`config.mk`:
```
export PLATFORM = sky130hd
export DESIGN_NAME = sio_rx_buffer
export DESIGN_NICKNAME = d
export VERILOG_FILES = /design/src/rtl/sio_rx_pkg.sv /design/src/rtl/sio_rx_shifter.sv /design/src/rtl/sio_rx_formatter.sv /design/src/rtl/sio_rx_buffer.sv
export SDC_FILE = /design/constraint.sdc
export NUM_CORES = 1
export LEC_CHECK = 0
export BUFFER_PORTS_ARGS = -buffer_cell sky130_fd_sc_hd__buf_2
export CAP_MARGIN = 5
export CORE_MARGIN = 5
export CORE_UTILIZATION = 55
export CTS_CLUSTER_DIAMETER = 30
export CTS_CLUSTER_SIZE = 28
export DETAILED_ROUTE_END_ITERATION = 8
export PLACE_DENSITY = 0.81
export RECOVER_POWER = 50
export SYNTH_ARGS = -nofsm -noshare
export SYNTH_HDL_FRONTEND = slang
export SYNTH_SLANG_ARGS = --single-unit
```
`constraint.sdc`:
```
create_clock -name clk -period 2.5 [get_ports clk]
set_input_delay 0.125 -clock clk [delete_from_list [all_inputs] [get_ports clk]]
set_output_delay 0.125 -clock clk [all_outputs]
set_load 0.01 [all_outputs]
```
`src/rtl/sio_rx_pkg.sv`:
```
package sio_rx_pkg;
    localparam int WORD_MAX = 9;
    localparam int BYTE_W   = 8;
    localparam int CNT_W    = $clog2(WORD_MAX + 1);

    typedef logic [CNT_W-1:0] bitcnt_t;

    // data length codes used while in UART mode
    localparam logic [1:0] LEN_7 = 2'b00;
    localparam logic [1:0] LEN_8 = 2'b01;
    localparam logic [1:0] LEN_9 = 2'b10;

    function automatic bitcnt_t word_bits(input logic sync_m, input logic [1:0] code);
        if (sync_m)            return bitcnt_t'(8);
        else if (code == LEN_7) return bitcnt_t'(7);
        else if (code == LEN_9) return bitcnt_t'(9);
        else                    return bitcnt_t'(8);
    endfunction
endpackage

```
`src/rtl/sio_rx_shifter.sv`:
```
module sio_rx_shifter
    import sio_rx_pkg::*;
#(
    parameter int MAXW = WORD_MAX,
    parameter int CW   = CNT_W
) (
    input  logic            clk,
    input  logic            rst_n,
    input  logic            en,
    input  logic            tick,
    input  logic            din,
    input  logic [CW-1:0]   nbits,
    output logic            done,
    output logic [MAXW-1:0] word
);
    typedef struct packed {
        logic [MAXW-1:0] sr;
        logic [CW-1:0]   cnt;
    } shf_t;

    shf_t st_d, st_q;

    always_comb begin
        st_d = st_q;
        done = 1'b0;
        if (!en) begin
            st_d = '0;
        end else if (tick) begin
            st_d.sr = {din, st_q.sr[MAXW-1:1]};
            if (st_q.cnt >= nbits - CW'(1)) begin
                done     = 1'b1;
                st_d.cnt = '0;
            end else begin
                st_d.cnt = st_q.cnt + CW'(1);
            end
        end
        // right-align: first bit received lands at bit 0
        word = st_d.sr >> (CW'(MAXW) - nbits);
    end

    always_ff @(posedge clk or negedge rst_n) begin
        if (!rst_n) st_q <= '0;
        else        st_q <= st_d;
    end


    cnt_cleared_when_off_chk: assert property (@(posedge clk) disable iff (!rst_n)
        !en |=> (st_q.cnt == '0 && st_q.sr == '0));

    idle_holds_chk: assert property (@(posedge clk) disable iff (!rst_n)
        (en && !tick) |=> $stable(st_q.sr));
endmodule

```
`src/rtl/sio_rx_formatter.sv`:
```
module sio_rx_formatter
    import sio_rx_pkg::*;
#(
    parameter int MAXW = WORD_MAX,
    parameter int BW   = BYTE_W,
    parameter int CW   = CNT_W
) (
    input  logic [MAXW-1:0] word,
    input  logic [CW-1:0]   nbits,
    input  logic            reverse,
    output logic [BW-1:0]   lo,
    output logic [BW-1:0]   hi
);
    logic [BW-1:0] flipped;

    for (genvar g = 0; g < BW; g++) begin : g_flip
        assign flipped[g] = word[BW-1-g];
    end

    always_comb begin
        lo = reverse ? flipped : word[BW-1:0];
        hi = '0;
        if (nbits == CW'(BW + 1))  hi[0] = word[BW];
        else if (nbits == CW'(BW)) hi[0] = lo[BW-1];
        else                       hi[0] = lo[BW-2];
    end
endmodule

```
`src/rtl/sio_rx_buffer.sv`:
```
module sio_rx_buffer
    import sio_rx_pkg::*;
#(
    parameter int MAXW = WORD_MAX,
    parameter int BW   = BYTE_W
) (
    input  logic          clk,
    input  logic          rst_n,
    input  logic          rx_en,
    input  logic          bit_tick,
    input  logic          rx_data,
    input  logic          sync_mode,
    input  logic [1:0]    len_sel,
    input  logic          msb_first,
    input  logic          rd_lo,
    output logic [BW-1:0] buf_lo,
    output logic [BW-1:0] buf_hi,
    output logic          buf_full,
    output logic          overrun
);
    localparam int CW = $clog2(MAXW + 1);

    typedef struct packed {
        logic [BW-1:0] lo;
        logic [BW-1:0] hi;
        logic          full;
        logic          ovr;
    } rxb_t;

    rxb_t st_d, st_q;

    logic [CW-1:0]   nbits;
    logic            done_w;
    logic [MAXW-1:0] word_w;
    logic [BW-1:0]   fmt_lo, fmt_hi;
    logic            rev_w;

    assign nbits = CW'(word_bits(sync_mode, len_sel));
    assign rev_w = sync_mode & msb_first;

    sio_rx_shifter #(.MAXW(MAXW), .CW(CW)) u_shf (
        .clk   (clk),
        .rst_n (rst_n),
        .en    (rx_en),
        .tick  (bit_tick),
        .din   (rx_data),
        .nbits (nbits),
        .done  (done_w),
        .word  (word_w)
    );

    sio_rx_formatter #(.MAXW(MAXW), .BW(BW), .CW(CW)) u_fmt (
        .word    (word_w),
        .nbits   (nbits),
        .reverse (rev_w),
        .lo      (fmt_lo),
        .hi      (fmt_hi)
    );

    always_comb begin
        st_d = st_q;
        if (!rx_en) begin
            st_d = '0;
        end else begin
            if (rd_lo) st_d.full = 1'b0;
            if (done_w) begin
                st_d.lo   = fmt_lo;
                st_d.hi   = fmt_hi;
                st_d.full = 1'b1;
                if (st_q.full && !rd_lo) st_d.ovr = 1'b1;
            end
        end
    end

    always_ff @(posedge clk or negedge rst_n) begin
        if (!rst_n) st_q <= '0;
        else        st_q <= st_d;
    end

    assign buf_lo   = st_q.lo;
    assign buf_hi   = st_q.hi;
    assign buf_full = st_q.full;
    assign overrun  = st_q.ovr;


    full_on_done_chk: assert property (@(posedge clk) disable iff (!rst_n)
        done_w |=> buf_full);

    read_clears_chk: assert property (@(posedge clk) disable iff (!rst_n)
        (rd_lo && !done_w) |=> !buf_full);

    ovr_sticky_chk: assert property (@(posedge clk) disable iff (!rst_n)
        (overrun && rx_en) |=> overrun);

    ovr_cause_chk: assert property (@(posedge clk) disable iff (!rst_n)
        $rose(overrun) |-> $past(done_w && buf_full && !rd_lo));

    off_clears_chk: assert property (@(posedge clk) disable iff (!rst_n)
        !rx_en |=> (!buf_full && !overrun && buf_lo == '0 && buf_hi == '0));

    hi_upper_zero_chk: assert property (@(posedge clk) disable iff (!rst_n)
        buf_hi[BW-1:1] == '0);
endmodule

```
**Word-level counts from Yosys, hierarchy flattened**

Cells that the tools add are included.

- Memory bits (read-only): 0
- Memories kept: 0
- Flip-flop bits (word level): 31
- Bits of input ports: 10
- Bits in latches: 0
- Bits in writable memories: 0
- Output and inout port bits: 18

- Multiplexer cells: 16
- Bitwise gates (word level): 1
- Reductions and logical operators: 4
- Add/subtract/negate cells: 3
- Magnitude comparators: 1
- Eq/ne operators: 7
- Multipliers: 0
- Shifts and indexed selects: 1
- Div/mod/pow operators: 0

Operators with widths:

| kind | count |
|---|---|
| $mux W18 | 2 |
| $mux W13 | 2 |
| $mux W4 | 3 |
| $shr A9 B4 Y9 | 1 |
| $eq A4 B4 Y1 const B | 2 |
| $mux W1 | 8 |
| $mux W8 | 1 |
| $ne A2 B1 Y1 const B | 3 |
| $add A4 B1 Y4 const B | 1 |
| $ge A4 B4 Y1 | 1 |
| $sub A4 B1 Y4 const B | 1 |
| $sub A4 B4 Y4 const A | 1 |
| $ne A3 B1 Y1 const B | 1 |
| $eq A2 B2 Y1 const B | 1 |
| $logic_not A2 Y1 | 1 |
| $reduce_and A2 Y1 | 1 |
| $and A1 B1 Y1 | 1 |
| $logic_and A1 B1 Y1 | 1 |
| $logic_not A1 Y1 | 1 |

**Depth between registers and ports, before layout**

Gate-level depths: netlist of the first run.

- Depth in word-level cells: 15
- Mapped depth: 11
- Gate-level depth less buffers: 9

**By module**

A second synthesis of the first run with hierarchy kept.

- Cell total of the unflattened synthesis: 205
- Area total of the unflattened synthesis: 2,085.8 sq um

By module, submodules not included:

| module | area each (sq um) | sequential area each (sq um) | instances | cells each |
|---|---|---|---|---|
| sio_rx_shifter | 1,102.3 | 325.3 | 1 | 123 |
| sio_rx_buffer | 794.5 | 450.4 | 1 | 61 |
| sio_rx_formatter | 188.9 | 0.0 | 1 | 21 |

**Worst setup path before layout of the first run**

No wires, ideal clock.

- Kind: in2reg
- Start: input port sync_mode
- End: register u_shf.st_q[3] (netlist name)
- Required time: 2,421 ps
- Slack: 235 ps
- Stages on the path: 11
- Library setup time: 79 ps
- Data arrival time: 2,185 ps
- Cell sequence: or2_1 > buf_6 > nor2_1 > inv_2 > ha_1 > inv_1 > ha_1 > a2111o_1 > buf_6 > a211oi_1 > a2bb2oi_1

- Longest elaborated chain between the ends: 6

Ends and longest elaborated chain:

| element | RTL line | RTL |
|---|---|---|
| start: declaration | sio_rx_buffer.sv:12 | `input logic sync_mode,` |
| $mux W4 | sio_rx_pkg.sv:14 | `if (sync_m) return bitcnt_t'(8);` |
| $sub A4 B1 Y4 | sio_rx_shifter.sv:30 | `if (st_q.cnt >= nbits - CW'(1)) begin` |
| $ge A4 B4 Y1 | sio_rx_shifter.sv:30 |  |
| $mux W4 | sio_rx_shifter.sv:30 |  |
| $mux W13 | sio_rx_shifter.sv:28 | `end else if (tick) begin` |
| $mux W13 | sio_rx_shifter.sv:26 | `if (!en) begin` |
| end signal: assignment | sio_rx_shifter.sv:43 | `else st_q <= st_d;` |
| end: declaration | sio_rx_shifter.sv:21 | `shf_t st_d, st_q;` |

No other way between the ends. The select of a mux whose other input is x is not followed.
A chain may end at the register's enable or synchronous reset.

**Worst setup path after layout of the first run**

Ends and elaborated chain as after synthesis.

==> results.md, run 1 <==
- For the pin with the worst max-slew slack, the measured transition is 1.267 ns.
- The share of the core filled with cells is 61.00%.
- The number of sinks driven by the clock tree is 24.
- The synthesis-stage register bit count is 24.
- The switching share of power is 35.39%.
- The clock tree skew after final layout is 0.005584 ns.
- The cell area that synthesis handed to floorplanning was 1615 µm².
- The first routing iteration left 52 violations.
- The global-route wire length before repair is 6.423 mm.
- The kind of cell adding the most delay to the critical path is compound AO/OA/AOI/OAI gates.
- From synthesis to final layout, the design area changed by 5.035%.
- The power density relative to cell area is 525.7 nW/µm².
- The flip-flop cell with the highest count after synthesis is dfrtp_1.
- After clock tree synthesis, the repair step resized 0 gates.
- The proportion of synthesized chip area in sequential cells is 37.18%.
- The commonest non-fill, non-tap cell in the layout is dfrtp_1.
- The worst path needs 2.139 ns of the cycle, external delays included.
- The cell occurring most often along the worst timing path is ha_1.
- The data arrival at the endpoint of the critical path is 2.38 ns.
- For the worst setup path, the data required time is 2.74 ns.
- The standard-cell row count is 19.
- The number of antenna violations at the first check in global routing is 0.
- Leaving out fill and tap cells, the most frequent cells in the layout are 24 x dfrtp_1, 19 x buf_2, 15 x nor2_1, 10 x nand2_1.
- The quantity of I/O buffers inserted on ports is 20.
- The cell internal power dissipation is 0.0005763 W.
- Once the floorplan was initialized, standard cells occupied 58.07% of the core.
- The die is 64.20 µm wide.
- The routability congestion estimate from global placement is 0.9796.
- The count of nets left with antenna violations once routing finished came out at 0.
- The number of antenna diodes is 0.
- Final hold analysis gives a worst-case slack of 0.1367 ns.
- TritonCTS built the clock tree.
- Setup repair after global routing left no endpoint under its margin.
- The combinational share of power is 32.9%.
- The count of endpoints failing hold in the final timing report is 0.
- The number of buffers inserted during clock tree synthesis is 3.
- The post-placement cell area is 1669 µm².
- The leakage power figure is 0.8141 nW.
- The maximum level of the CTS H-tree is 1.
- The remaining design rule violation count is 0.
- Setup violations remaining at the end of the flow were counted as 0.
- The maximum resistive drop on vdd is 0.0005153 V.
- STA classifies the critical path startpoint as an input pin.
- The die outline height is 64.20 µm.
- The post-synthesis instance total is 158.
- The routed wirelength normalized by instance count is 17.54 µm.
- The synthesized area divided by synthesized cell count is 10.22 µm².
- The worst setup path is captured at a register.
- The fraction of power consumed by sequential logic is 48.7%.
- Yosys mapped the design onto 55 distinct sky130hd cell types.
- The largest net degree at the start of global routing is 25.
- After detailed routing, the number of vias per cell comes to 6.413.
- The number of buffers and inverters on the critical path is 3.
- The via count of the first global-routing pass is 1369.
- The slowest stage of the critical path belongs to the cell a2111o_1.
- Of all flip-flops after synthesis, the portion carrying an async set or reset was 100.0%.
- The maximum fanout encountered on the critical timing path is 11.
- The routed layout has 1334 vias.
- The tool flagged a number of max-cap violations equal to 0.
- The die covers 4121 µm².
- The floorplan core area is 2781 µm².
- The clock reaches the later pin of the worst-skew pair after 0.31 ns.
- The number of setup buffers added after CTS is 0.
- Clock-pin slew was measured on the worst setup and hold paths at 0.11 ns.
- The run finished with clean final reports.
- The share of final-layout standard cells stronger than drive strength 1 is 22.60%.
- The clock network fraction of total power is 18.4%.
- The power consumption is 0.0008919 W.
- The total net switching power is 0.0003156 W.
- CTS placed an instance of clkbuf_4 at the clock tree root.
- The critical path start-end classification is in -> reg.
- Summed over all layers, the routed wires come to 3.648 mm.
- The ratio of final minimum period to clock period is 85.55%.
- The signal on the critical path passes through buf_2 > or2_1 > nor2_1 > inv_2 > ha_1 > inv_1 > ha_1 > a2111o_1 > a211oi_1 > a2bb2oi_1.
- The number of fill cells is 239.
- With fillers left out, the area of the finished cells amounts to 1697 µm².
- The wire-length estimate of the detail-placed layout is 2.760 mm.
- Based on the critical path, the design can be clocked at up to 467.6 MHz.
- The number of slew-limit violations in the final report was 0.
- Measured against its own limit, the worst slew margin works out to 15.55%.
- The number of synthesized flops with an enable pin is 0.
- The type of the tightest min-delay check is in -> reg.
- Across every metal layer, demand over resource in global routing totals 19.18%.
- Counting along the longest clock path gives a buffer depth of 2.
- The synthesis warning total is 0.
- On the worst path, the slowest cell contributes a delay of 0.53 ns.
- The first detailed-routing pass ran for 4 iterations.
- Pin placement for this block handled 28 I/O pins.
- The final layout contains 195 nets.
- The aggregate negative setup slack is 0 ns.
- After global routing the overflow that remains totals 0.
kinds of logic after synthesis:
family	Yosys count	synth area share [%]
fa+ha+maj	6	4.647
other cells	1	0.2322
buf+inv	22	10.22
simple gates	44	14.80
compound gates	48	23.16
flops	24	37.18
mux	13	9.760
worst reg2reg max path: cells and delay by family (launching register included):
kind | cells | cell delay (ns)
adder cells (fa/ha/maj) | 1 | 0.27
buffers and inverters | 1 | 0.07
AO/OA/AOI/OAI | 3 | 1.08
flip-flops | 1 | 0.44
AND/OR/NAND/NOR | 1 | 0.15
final timing paths:
check                               from             to  slack (ns)  depth (start not counted)
min in group asynchronous          rst_n  u_shf.st_q[5]        0.59                          2
max reg2reg                u_shf.st_q[0]  u_shf.st_q[3]        0.44                          6
min reg2reg                      overrun        overrun        0.51                          2
max in group asynchronous          rst_n      buf_hi[0]        1.16                          2
max                            sync_mode  u_shf.st_q[3]        0.36                         10
min                                rd_lo       buf_full        0.14                          3
cell usage after synthesis (all sizes together) (2+ instances only):
master / number / area [µm²]
a311oi: 3 / 26.28
mux2i: 9 / 97.60
o211ai: 2 / 15.01
clkbuf: 3 / 31.28
nand2b: 3 / 26.27
o21ai: 4 / 20.02
o311ai: 4 / 35.04
ha: 6 / 75.07
o22ai: 9 / 62.56
a31oi: 5 / 31.28
nand2: 11 / 43.80
o31ai: 3 / 22.52
and2: 3 / 18.77
buf: 12 / 106.3
nor2b: 2 / 12.51
a211oi: 5 / 37.54
dfrtp: 24 / 600.6
clkinv: 2 / 8.750
mux2: 3 / 33.78
a21oi: 3 / 15.01
nand3: 2 / 10.01
nor2: 15 / 56.30
inv: 5 / 18.77
nor3: 2 / 21.27
per-layer routing:
layer  global-route usage, %  part of all wire, %  vias up
met5                       0                    0        -
met4                   8.397                  1.7        0
met3                   3.503                  8.0        9
met2                   32.16                   50       77
met1                   24.01                   41      624
li1                        -                    -      624
state kept, by name, indices dropped and copies added (netlist names):
register	count
buf_lo	8
overrun	1
u_shf.st_q	13
buf_hi	1
buf_full	1
metrics by stage:
step                setup WS (ns)  std cells
floorplan                  0.2352        164
global placement           0.1468        204
detailed placement        0.09136        204
CTS                        0.4131        208
global route               0.2379        208
finish                     0.3612        208
power groups by stage:
| stage | Clock, W | Sequential [W] | Combinational (W) |
|---|---|---|---|
| finish | 0.000164 | 0.000435 | 0.000293 |
| global route | 0.000192 | 0.000439 | 0.000322 |
| CTS | 0.000173 | 0.000434 | 0.000290 |
| detailed placement | 0 | 0.000442 | 0.000287 |
| global placement | 0 | 0.000440 | 0.000277 |
| floorplan | 0 | 0.000442 | 0.000247 |
area by class of cell:
type	instances	area [µm²]	area share, %
multi-input cells	118	868.3	51.18
well taps	31	38.79	2.286
flip-flops and latches	24	600.6	35.40
clock buffers	3	22.52	1.327
inverters	7	27.53	1.622
repair buffers	25	138.9	8.186
what timing repair did:
action / CTS / global route
hold endpoints to repair: 24 / 0
hold buffers: 1 / 0
endpoints found under the setup margin: 0 / 0
Note: power is estimated with default switching activity, not from simulation.
==> inputs of run 2 (changes only) <==
- CORE_UTILIZATION: 55 -> 58
- PLACE_DENSITY: 0.81 -> 0.82
- SYNTH_HIERARCHICAL: default -> 1
==> results.md, run 2 <==
- Outcome: finished, violations left (was complete, no violations).
- The checks that failed: max-capacitance violations, max-slew violations.
- The standard-cell row count is 21 (was 19).
- The number of setup buffers added after CTS is 0 (unchanged).
- The final non-filler cell area came to 2392 µm² (was 1697 µm²).
- The remaining antenna violation count was 0 (unchanged).
- The number of antenna violations at the first check in global routing is 0 (unchanged).
- The combinational share of power is 16.2% (was 32.9%).
- The switching share of power is 25.46% (was 35.39%).
- The flip-flop count of the largest register after layout was 13 (unchanged).
- The total setup violations reported at the end of the flow came to 0 (unchanged).
- The post-placement cell area is 2300 µm² (was 1669 µm²).
- The routability congestion estimate from global placement is 0.8291 (was 0.9796).
- The power density relative to cell area is 463.6 nW/µm² (was 525.7 nW/µm²).
- The cell area after synthesis is 2086 µm² (was 1615 µm²).
- The critical path start-end classification is in -> reg (unchanged).
- The most numerous cell in the Yosys netlist is dfrtp_1 (unchanged).
- The source-to-sink clock delay at the later pin of the worst-skew pair is 0.34 ns (was 0.31 ns).
- The slew at the pin closest to its max-slew limit is 1.627 ns (was 1.267 ns).
- The number of top-level design ports is 28 (unchanged).
- The sum of net half-perimeters after detailed placement is 2.961 mm (was 2.760 mm).
- The commonest non-fill, non-tap cell in the layout is dfrtp_1 (unchanged).
- The main combinational cell family by area after synthesis is multiplexers (was compound AO/OA/AOI/OAI gates).
- The floorplan die area was 4895 µm² (was 4121 µm²).
- The number of sinks driven by the clock tree was 31 (was 24).
- The fraction of the mapped netlist area in simple logic gates is 17.64% (was 14.79%).
- The final-stage net count is 258 (was 195).
- Cell types occupying the most area after synthesis: dfrtp_1 37%, mux2i_1 12%, mux2_2 6.5% (was dfrtp_1 37%, ha_1 4.6%, mux2i_1 4.3%).
- The placement-stage worst setup slack is -0.1176 ns (was 0.09136 ns).
- The clock-pin slew reported for the worst setup and hold paths after clock tree synthesis is 0.10 ns (was 0.11 ns).
- The maximum buffer depth of the clock tree is 2 (unchanged).
- The final hold slack was 0.09671 ns (was 0.1367 ns).
- The horizontal die dimension was 69.97 µm (was 64.20 µm).
- The number of buffers inserted during clock tree synthesis is 5 (was 3).
- The data arrival at the endpoint of the critical path came to 2.48 ns (was 2.38 ns).
- The routed via count divided by cell count came to 5.338 (was 6.413).
- The post-synthesis instance total is 205 (was 158).
- The flip-flop cell with the highest count after synthesis is dfrtp_1 (unchanged).
- The share of final-layout standard cells stronger than drive strength 1 came to 26.56% (was 22.60%).
- The area fraction in compound gates after synthesis is 8.218% (was 23.16%).
- The number of synthesized flops with an enable pin is 0 (unchanged).
- The quantity of gates resized following cts is 0 (unchanged).
- The maximum fanout encountered on the critical timing path is 6 (was 11).
- The element type at the critical path start is an input pin (unchanged).
- The type of the tightest min-delay check is in -> reg (unchanged).
- The max capacitance violation total came to 1 (was 0).
- The top register by number of flip-flops is u_shf/st_q (was u_shf.st_q).
- The CTS tree is yes (unchanged).
- The synthesized area divided by synthesized cell count came to 10.17 µm² (was 10.22 µm²).
- The minimum clock period after layout is 2.250 ns (was 2.139 ns).
- The data required time at the worst endpoint is 2.73 ns (was 2.74 ns).
- The fraction of power consumed by sequential logic is 46.4% (was 48.7%).
- The count of hold-fix buffers inserted at cts came to 1 (unchanged).
- The routed wire length is 3.940 mm (was 3.648 mm).
- The routed wirelength normalized by instance count is 13.73 µm (was 17.54 µm).
- The clock network fraction of total power was 37.4% (was 18.4%).
- List of most frequent post-synthesis cells: 31 x dfrtp_1, 26 x mux2i_1, 21 x nor2b_1, 17 x nand2_1, 12 x mux2_2 (was 24 x dfrtp_1, 15 x nor2_1, 10 x nand2_1, 8 x o22ai_1).
- The cell internal power dissipation is 0.0008267 W (was 0.0005763 W).
- The count of endpoints failing hold in the final timing report is 0 (unchanged).
- The clock root buffer is clkbuf_4 (unchanged).
- The quantity of I/O buffers inserted on ports is 27 (was 20).
- The arithmetic-cell share of the synthesized area counting full adders, half adders and majority gates is 4.799% (was 4.648%).
- The relative slew slack is -8.473% (was 15.55%).
- The clock tree skew after final layout was 0.01342 ns (was 0.005584 ns).
- The proportion of synthesized chip area in sequential cells is 37.19% (was 37.18%).
- The mux cell area share after synthesis is 22.02% (was 9.760%).
- The share of the core filled with cells is 70.04% (was 61.00%).
- The number of antenna diodes is 0 (unchanged).
- Leading cell types in the layout, fill and taps excluded: 31 x dfrtp_1, 26 x mux2i_1, 24 x buf_2, 21 x nor2b_1, 17 x nand2_1 (was 24 x dfrtp_1, 19 x buf_2, 15 x nor2_1, 10 x nand2_1).
- The share of flip-flops with an asynchronous set or reset is 100.0% (unchanged).
- The total via count in the routed design is 1532 (was 1334).
- The fraction of synthesized cell area in xor and xnor cells is 2.519% (was 0%).
- The maximum level of the CTS H-tree was 2 (was 1).
- The die outline height is 69.97 µm (was 64.20 µm).
- The floorplan core area was 3416 µm² (was 2781 µm²).
- The layout-stage area growth over the synthesis result was 14.70% (was 5.035%).
- The initial DRC count is 58 (was 52).
- The ratio of final minimum period to clock period is 90.00% (was 85.55%).
- The most area-hungry cell type in the Yosys netlist is dfrtp_1 (unchanged).
- The global-route wire length before repair is 7.107 mm (was 6.423 mm).
- The worst-case setup margin in the final layout is 0.2499 ns (was 0.3612 ns).
- The via count of the first global-routing pass is 1549 (was 1369).
- The remaining design rule violation count was 0 (unchanged).
- The first-pass iteration count of the detailed router is 4 (unchanged).
- The largest net degree at the start of global routing is 32 (was 25).
- The number of slew-limit violations in the final report was 32 (was 0).
- The synthesis warning total came to 6 (was 0).
- The initial core utilization was 61.06% (was 58.07%).
- The total net switching power came to 0.0002823 W (was 0.0003156 W).
- The maximum resistive drop on vdd is 0.0002851 V (was 0.0005153 V).
- The count of distinct cell types in the synthesized netlist is 43 (was 55).
- The overall global routing resource usage is 18.01% (was 19.18%).
- The maximum operating frequency is 444.4 MHz (was 467.6 MHz).
- RSZ-0062 raised after global routing: no (unchanged).
- The power consumption is 0.001109 W (was 0.0008919 W).
- The leakage power figure is 1.109 nW (was 0.8141 nW).
- The synthesis-stage register bit count was 31 (was 24).
- The overall overflow remaining after global route is 0 (unchanged).
- The top-area cell type share of the netlist area is 37.19% (was 37.18%).
- The element type at the critical path end is a register (unchanged).
## run 2: per-layer routing
layer / GRT usage (%) / vias up / part of all wire [%]
li1: - / 766 / -
met1: 22.91 / 733 / 46
met2: 28.75 / 26 / 49
met3: 5.165 / 7 / 3.9
met4: 7.234 / 0 / 1.6
met5: 0 / - / 0
## run 2: critical path, cell delays in order
cell and delay [ns]:
buf_2 0.10, or3_4 0.39, inv_4 0.07, inv_1 0.06
ha_2 0.20, nand2_1 0.06, nand2_1 0.06, xor2_1 0.14
ha_1 0.27, o21a_1 0.14, a21oi_2 0.08, nor2_2 0.29
buf_4 0.24, mux2i_1 0.20, nor2b_1 0.06
## run 2: cell type report
cell class | instances | area (µm²)
Timing Repair Buffer | 40 | 256.5
Tap cell | 46 | 57.56
Sequential cell | 31 | 775.7
Inverter | 6 | 25.02
Multi-Input combinational cell | 156 | 1191
Clock inverter | 2 | 35.03
Fill cell | 276 | 1023
Clock buffer | 6 | 51.30
## run 2: power by group through the flow
stage	clock (W)	sequential (W)	combinational [W]
6_report	0.000415	0.000515	0.000179
3_3_place_gp	0	0.000525	0.000174
4_1_cts	0.000429	0.000515	0.000180
5_1_grt	0.000454	0.000517	0.000201
3_5_place_dp	0	0.000525	0.000178
2_1_floorplan	0	0.000525	0.000130
## run 2: path summary, 6_finish.rpt
path	startpoint	end	slack (ns)	depth (start not counted)
worst max-delay path	len_sel[1]	buf_hi[2]	0.25	15
worst min-delay path	rd_lo	buf_full	0.1	3
worst max register to register	u_shf/st_q[10]	buf_hi[0]	0.36	10
worst min register to register	overrun	overrun	0.52	1
max in group asynchronous	rst_n	buf_hi[2]	0.83	2
min in group asynchronous	rst_n	buf_lo[6]	0.72	2
## run 2: cells by family (layout without fill, tap and decap cells)
logic type | Yosys count | after routing
adders and majority gates | 8 | 8
AOI/OAI and AO/OA | 26 | 26
muxes | 41 | 41
buffers and inverters | 24 | 54
xor gates and xnor gates | 6 | 6
and+or+nand+nor | 68 | 68
other | 1 | 7
DFF | 31 | 31
## run 2: through the flow
step | TNS (ns) | instances
3_5_place_dp | -0.8832 | 278
5_1_grt | 0 | 287
4_1_cts | 0 | 287
3_3_place_gp | -0.03777 | 278
6_report | 0 | 287
2_1_floorplan | 0 | 211
==> inputs of run 3 (changes only) <==
- ABC_AREA: default -> 1
- clock period: 2.5 -> 2.2 ns (I/O delays scaled with it)
==> results.md, run 3 <==
- The number of slew-limit violations in the final report came to 32 (unchanged).
- The proportion of synthesized chip area in sequential cells is 37.64% (was 37.19%).
- The standard-cell row count is 21 (unchanged).
- Cells along the critical path: buf_2 > nor3_4 > inv_1 > ha_4 > nand2_1 > nand2_1 > xor2_1 > ha_1 > a21oi_2 > nand3_1 > nand2_1 > inv_2 > nor2_4 > buf_12 > nand2_1 > nand2_1 (was buf_2 > or3_4 > inv_4 > inv_1 > ha_2 > nand2_1 > nand2_1 > xor2_1 > ha_1 > o21a_1 > a21oi_2 > nor2_2 > buf_4 > mux2i_1 > nor2b_1).
- The total setup violations reported at the end of the flow is 0 (unchanged).
- The synthesis-stage register bit count is 31 (unchanged).
- The leakage power figure was 1.355 nW (was 1.109 nW).
- The capture point of the worst reg-to-reg path is buf_lo[0] (was buf_hi[0]).
- The clock tree skew after final layout came to 0.008498 ns (was 0.01342 ns).
- The origin of the worst setup path is sync_mode (was len_sel[1]).
- The kind of cell adding the most delay to the critical path was simple AND/OR/NAND/NOR gates (unchanged).
- The routed via count divided by cell count is 5.043 (was 5.338).
- The origin of the worst min-delay path is rx_data (was rd_lo).
- The flip-flop cell with the highest count after synthesis is dfrtp_1 (unchanged).
- The type of the tightest min-delay check is in -> reg (unchanged).
- The via count of the first global-routing pass is 1799 (was 1549).
- The final hold slack is 0.04810 ns (was 0.09671 ns).
- The data required time at the worst endpoint is 2.47 ns (was 2.73 ns).
- The number of gates on the worst path with buffers counted is 16 (was 15).
- The post-synthesis instance total is 289 (was 205).
- The source-to-sink clock delay at the later pin of the worst-skew pair is 0.33 ns (was 0.34 ns).
- The most numerous cell in the Yosys netlist is nand2_1 (was dfrtp_1).
- The remaining antenna violation count is 0 (unchanged).
- The flip-flop count of the largest register after layout is 13 (unchanged).
- The first-pass iteration count of the detailed router is 4 (unchanged).
- The count of distinct cell types in the synthesized netlist was 29 (was 43).
- Cell types occupying the most area after synthesis: dfrtp_1 38%, nand2_1 21%, nand3_1 10% (was dfrtp_1 37%, mux2i_1 12%, mux2_2 6.5%).
- The routed wirelength normalized by instance count is 10.79 µm (was 13.73 µm).
- The cell occurring most often along the worst timing path is nand2_1 (unchanged).
- The overall global routing resource usage was 18.39% (was 18.01%).
- The source of the worst register-to-register timing path is u_shf/st_q[1] (was u_shf/st_q[10]).
- The maximum fanout encountered on the critical timing path is 16 (was 6).
- The flop-to-flop setup slack is 0.51 ns (was 0.36 ns).
- The number of setup buffers added after CTS is 0 (unchanged).
- The maximum operating frequency is 540.2 MHz.
- The initial core utilization is 60.80% (was 61.06%).
- The share of the core filled with cells is 68.62% (was 70.04%).
- The floorplan core area came to 3390 µm² (was 3416 µm²).
- The share of flip-flops with an asynchronous set or reset came to 100.0% (unchanged).
- The number of top-level design ports is 28 (unchanged).
- The data arrival at the endpoint of the critical path is 2.12 ns (was 2.48 ns).
- The slew at the pin closest to its max-slew limit is 1.618 ns (was 1.627 ns).
- Outcome: finished, violations left (unchanged).
- The number of antenna violations at the first check in global routing is 0 (unchanged).
- The largest net degree at the start of global routing came to 32 (unchanged).
- The count of endpoints failing hold in the final timing report is 0 (unchanged).
- The top-area cell type share of the netlist area was 37.64% (was 37.19%).
- The quantity of I/O buffers inserted on ports is 27 (unchanged).
- The overall overflow remaining after global route came to 0 (unchanged).
- The initial DRC count is 80 (was 58).
- The critical path start-end classification is in -> reg (unchanged).
- The die outline height came to 69.61 µm (was 69.97 µm).
- In the finished design, the share of the clock period the worst path needs comes to 84.14%.
- The worst-case hold path end point is u_shf/st_q[12] (was buf_full).
- Leading cell types in the layout, fill and taps excluded: 114 x nand2_1, 41 x nand3_1, 31 x dfrtp_1, 26 x buf_2, 22 x inv_1 (was 31 x dfrtp_1, 26 x mux2i_1, 24 x buf_2, 21 x nor2b_1, 17 x nand2_1).
- Violated checks: max-capacitance violations, max-slew violations (unchanged).
- The number of sinks driven by the clock tree is 31 (unchanged).
- The remaining design rule violation count is 0 (unchanged).
- The minimum clock period after layout is 1.851 ns.
- The quantity of gates resized following cts is 0 (unchanged).
- The placed cell count is 361 (was 278).
- The synthesized area divided by synthesized cell count is 7.131 µm² (was 10.17 µm²).
- The max capacitance violation total came to 1 (unchanged).
- The number of antenna diodes is 0 (unchanged).
- The floorplan die area came to 4845 µm² (was 4895 µm²).
- The routed wire length is 4.003 mm (was 3.940 mm).
- The final-stage net count is 342 (was 258).
- The relative slew slack is -7.846% (was -8.473%).
- List of most frequent post-synthesis cells: 114 x nand2_1, 41 x nand3_1, 31 x dfrtp_1, 24 x inv_1, 10 x o21ai_0 (was 31 x dfrtp_1, 26 x mux2i_1, 21 x nor2b_1, 17 x nand2_1, 12 x mux2_2).
- The CTS tree is yes (unchanged).
- The synthesis warning total is 6 (unchanged).
- The clock-pin slew reported for the worst setup and hold paths after clock tree synthesis is 0.09 ns (was 0.10 ns).
- The largest stage delay on the critical path is 0.33 ns (was 0.39 ns).
- The cell area after synthesis is 2061 µm² (was 2086 µm²).
- The clock root buffer is clkbuf_4 (unchanged).
- The sum of net half-perimeters after detailed placement is 3.099 mm (was 2.961 mm).
- The cell with the largest stage delay on the worst path is ha_1 (was or3_4).
- The element type at the critical path end was a register (unchanged).
- The global-route wire length before repair is 7.362 mm (was 7.107 mm).
- The horizontal die dimension came to 69.61 µm (was 69.97 µm).
- RSZ-0062 raised after global routing: no (unchanged).
- The routability congestion estimate from global placement is 0.8597 (was 0.8291).
- The final non-filler cell area is 2326 µm² (was 2392 µm²).
- The power density relative to cell area is 484.6 nW/µm² (was 463.6 nW/µm²).
- The combined buffer and inverter count along the critical path is 4 (unchanged).
- The count of placed standard cells in the final layout, fillers left out is 371 (was 287).
- The length in cells of the worst reg-to-reg path is 11 (was 10).
- The maximum level of the CTS H-tree is 2 (unchanged).
- The commonest non-fill, non-tap cell in the layout was nand2_1 (was dfrtp_1).
- The maximum buffer depth of the clock tree is 2 (unchanged).
- The top register by number of flip-flops was u_shf/st_q (unchanged).
- The element type at the critical path start is an input pin (unchanged).
- The maximum resistive drop on vdd came to 0.0003611 V (was 0.0002851 V).
- The cell depth of the worst hold path was 3 (unchanged).
- The number of fill cells was 292 (was 276).
- The layout-stage area growth over the synthesis result is 12.87% (was 14.70%).
- The share of final-layout standard cells stronger than drive strength 1 came to 20.62% (was 26.56%).
- The most area-hungry cell type in the Yosys netlist is dfrtp_1 (unchanged).
- The count of hold-fix buffers inserted at cts is 1 (unchanged).
- The number of synthesized flops with an enable pin is 0 (unchanged).
- The number of buffers inserted during clock tree synthesis is 5 (unchanged).
- The total via count in the routed design is 1871 (was 1532).
- The post-placement cell area was 2257 µm² (was 2300 µm²).
## run 3: cell types whose count changed after synthesis, sizes merged, moves of 5 or more
cell,previous run,this run
o21ai,7,13
nor2b,21,0
nand3,2,42
nand2,17,121
clkbuf,7,0
and2,6,0
inv,6,28
mux2i,26,0
buf,11,16
mux2,13,0
## run 3: worst max-delay path by stage
stage | endpoint
CTS | buf_lo[2]
global placement | buf_lo[2]
floorplan | buf_hi[0]
global route | u_shf/st_q[12]
finish | buf_lo[0]
detailed placement | buf_lo[2]
## run 3: logic make-up (layout without fill, tap and decap cells)
family / Yosys count / after routing / synth area share [%]
other: 1 / 7 / 0.1820
adders and majority gates: 8 / 8 / 4.858
xor gates and xnor gates: 5 / 5 / 2.125
buffers and inverters: 46 / 76 / 11.90
DFF: 31 / 31 / 37.64
AOI/OAI and AO/OA: 17 / 17 / 4.615
and+or+nand+nor: 181 / 181 / 38.68
## run 3: layout make-up
| class | instances | area (µm²) | area share [%] |
|---|---|---|---|
| clock inverters | 3 | 15.01 | 0.6455 |
| repair buffers | 38 | 234.0 | 10.06 |
| inverters | 30 | 116.4 | 5.003 |
| multi-input cells | 218 | 1090 | 46.85 |
| well taps | 46 | 57.56 | 2.474 |
| clock buffers | 5 | 37.54 | 1.614 |
| flip-flops and latches | 31 | 775.7 | 33.35 |
## run 3: worst min-delay path: cells and delay by family
kind                   cells  cell delay (ns)
AND/OR/NAND/NOR            2             0.13
buffers and inverters      1             0.10
## run 3: per-layer routing
metal	global-route usage (%)	part of all wire [%]	routed length, µm
met1	22.62	47	1880
met2	30.51	46	1849
met3	4.058	4.8	192
met4	8.460	2.0	80
met5	0	0	0
## run 3: power by group
| part | internal, W | leakage [nW] | switching [W] |
|---|---|---|---|
| Clock | 0.000119 | 0.0347 | 0.000195 |
| Combinational | 0.0000824 | 0.890 | 0.000144 |
| Sequential | 0.000579 | 0.431 | 0.00000814 |
## run 3: per-stage QoR
stage                     setup WS, ns  TNS (ns)  total power (W)
final                           0.3488         0         0.001127
after CTS                       0.3489         0         0.001138
after global placement         0.05902         0        0.0008172
after floorplan               -0.08848   -0.6709        0.0007684
after global routing            0.1125         0         0.001212
after detailed placement     -0.007640  -0.01194        0.0008238
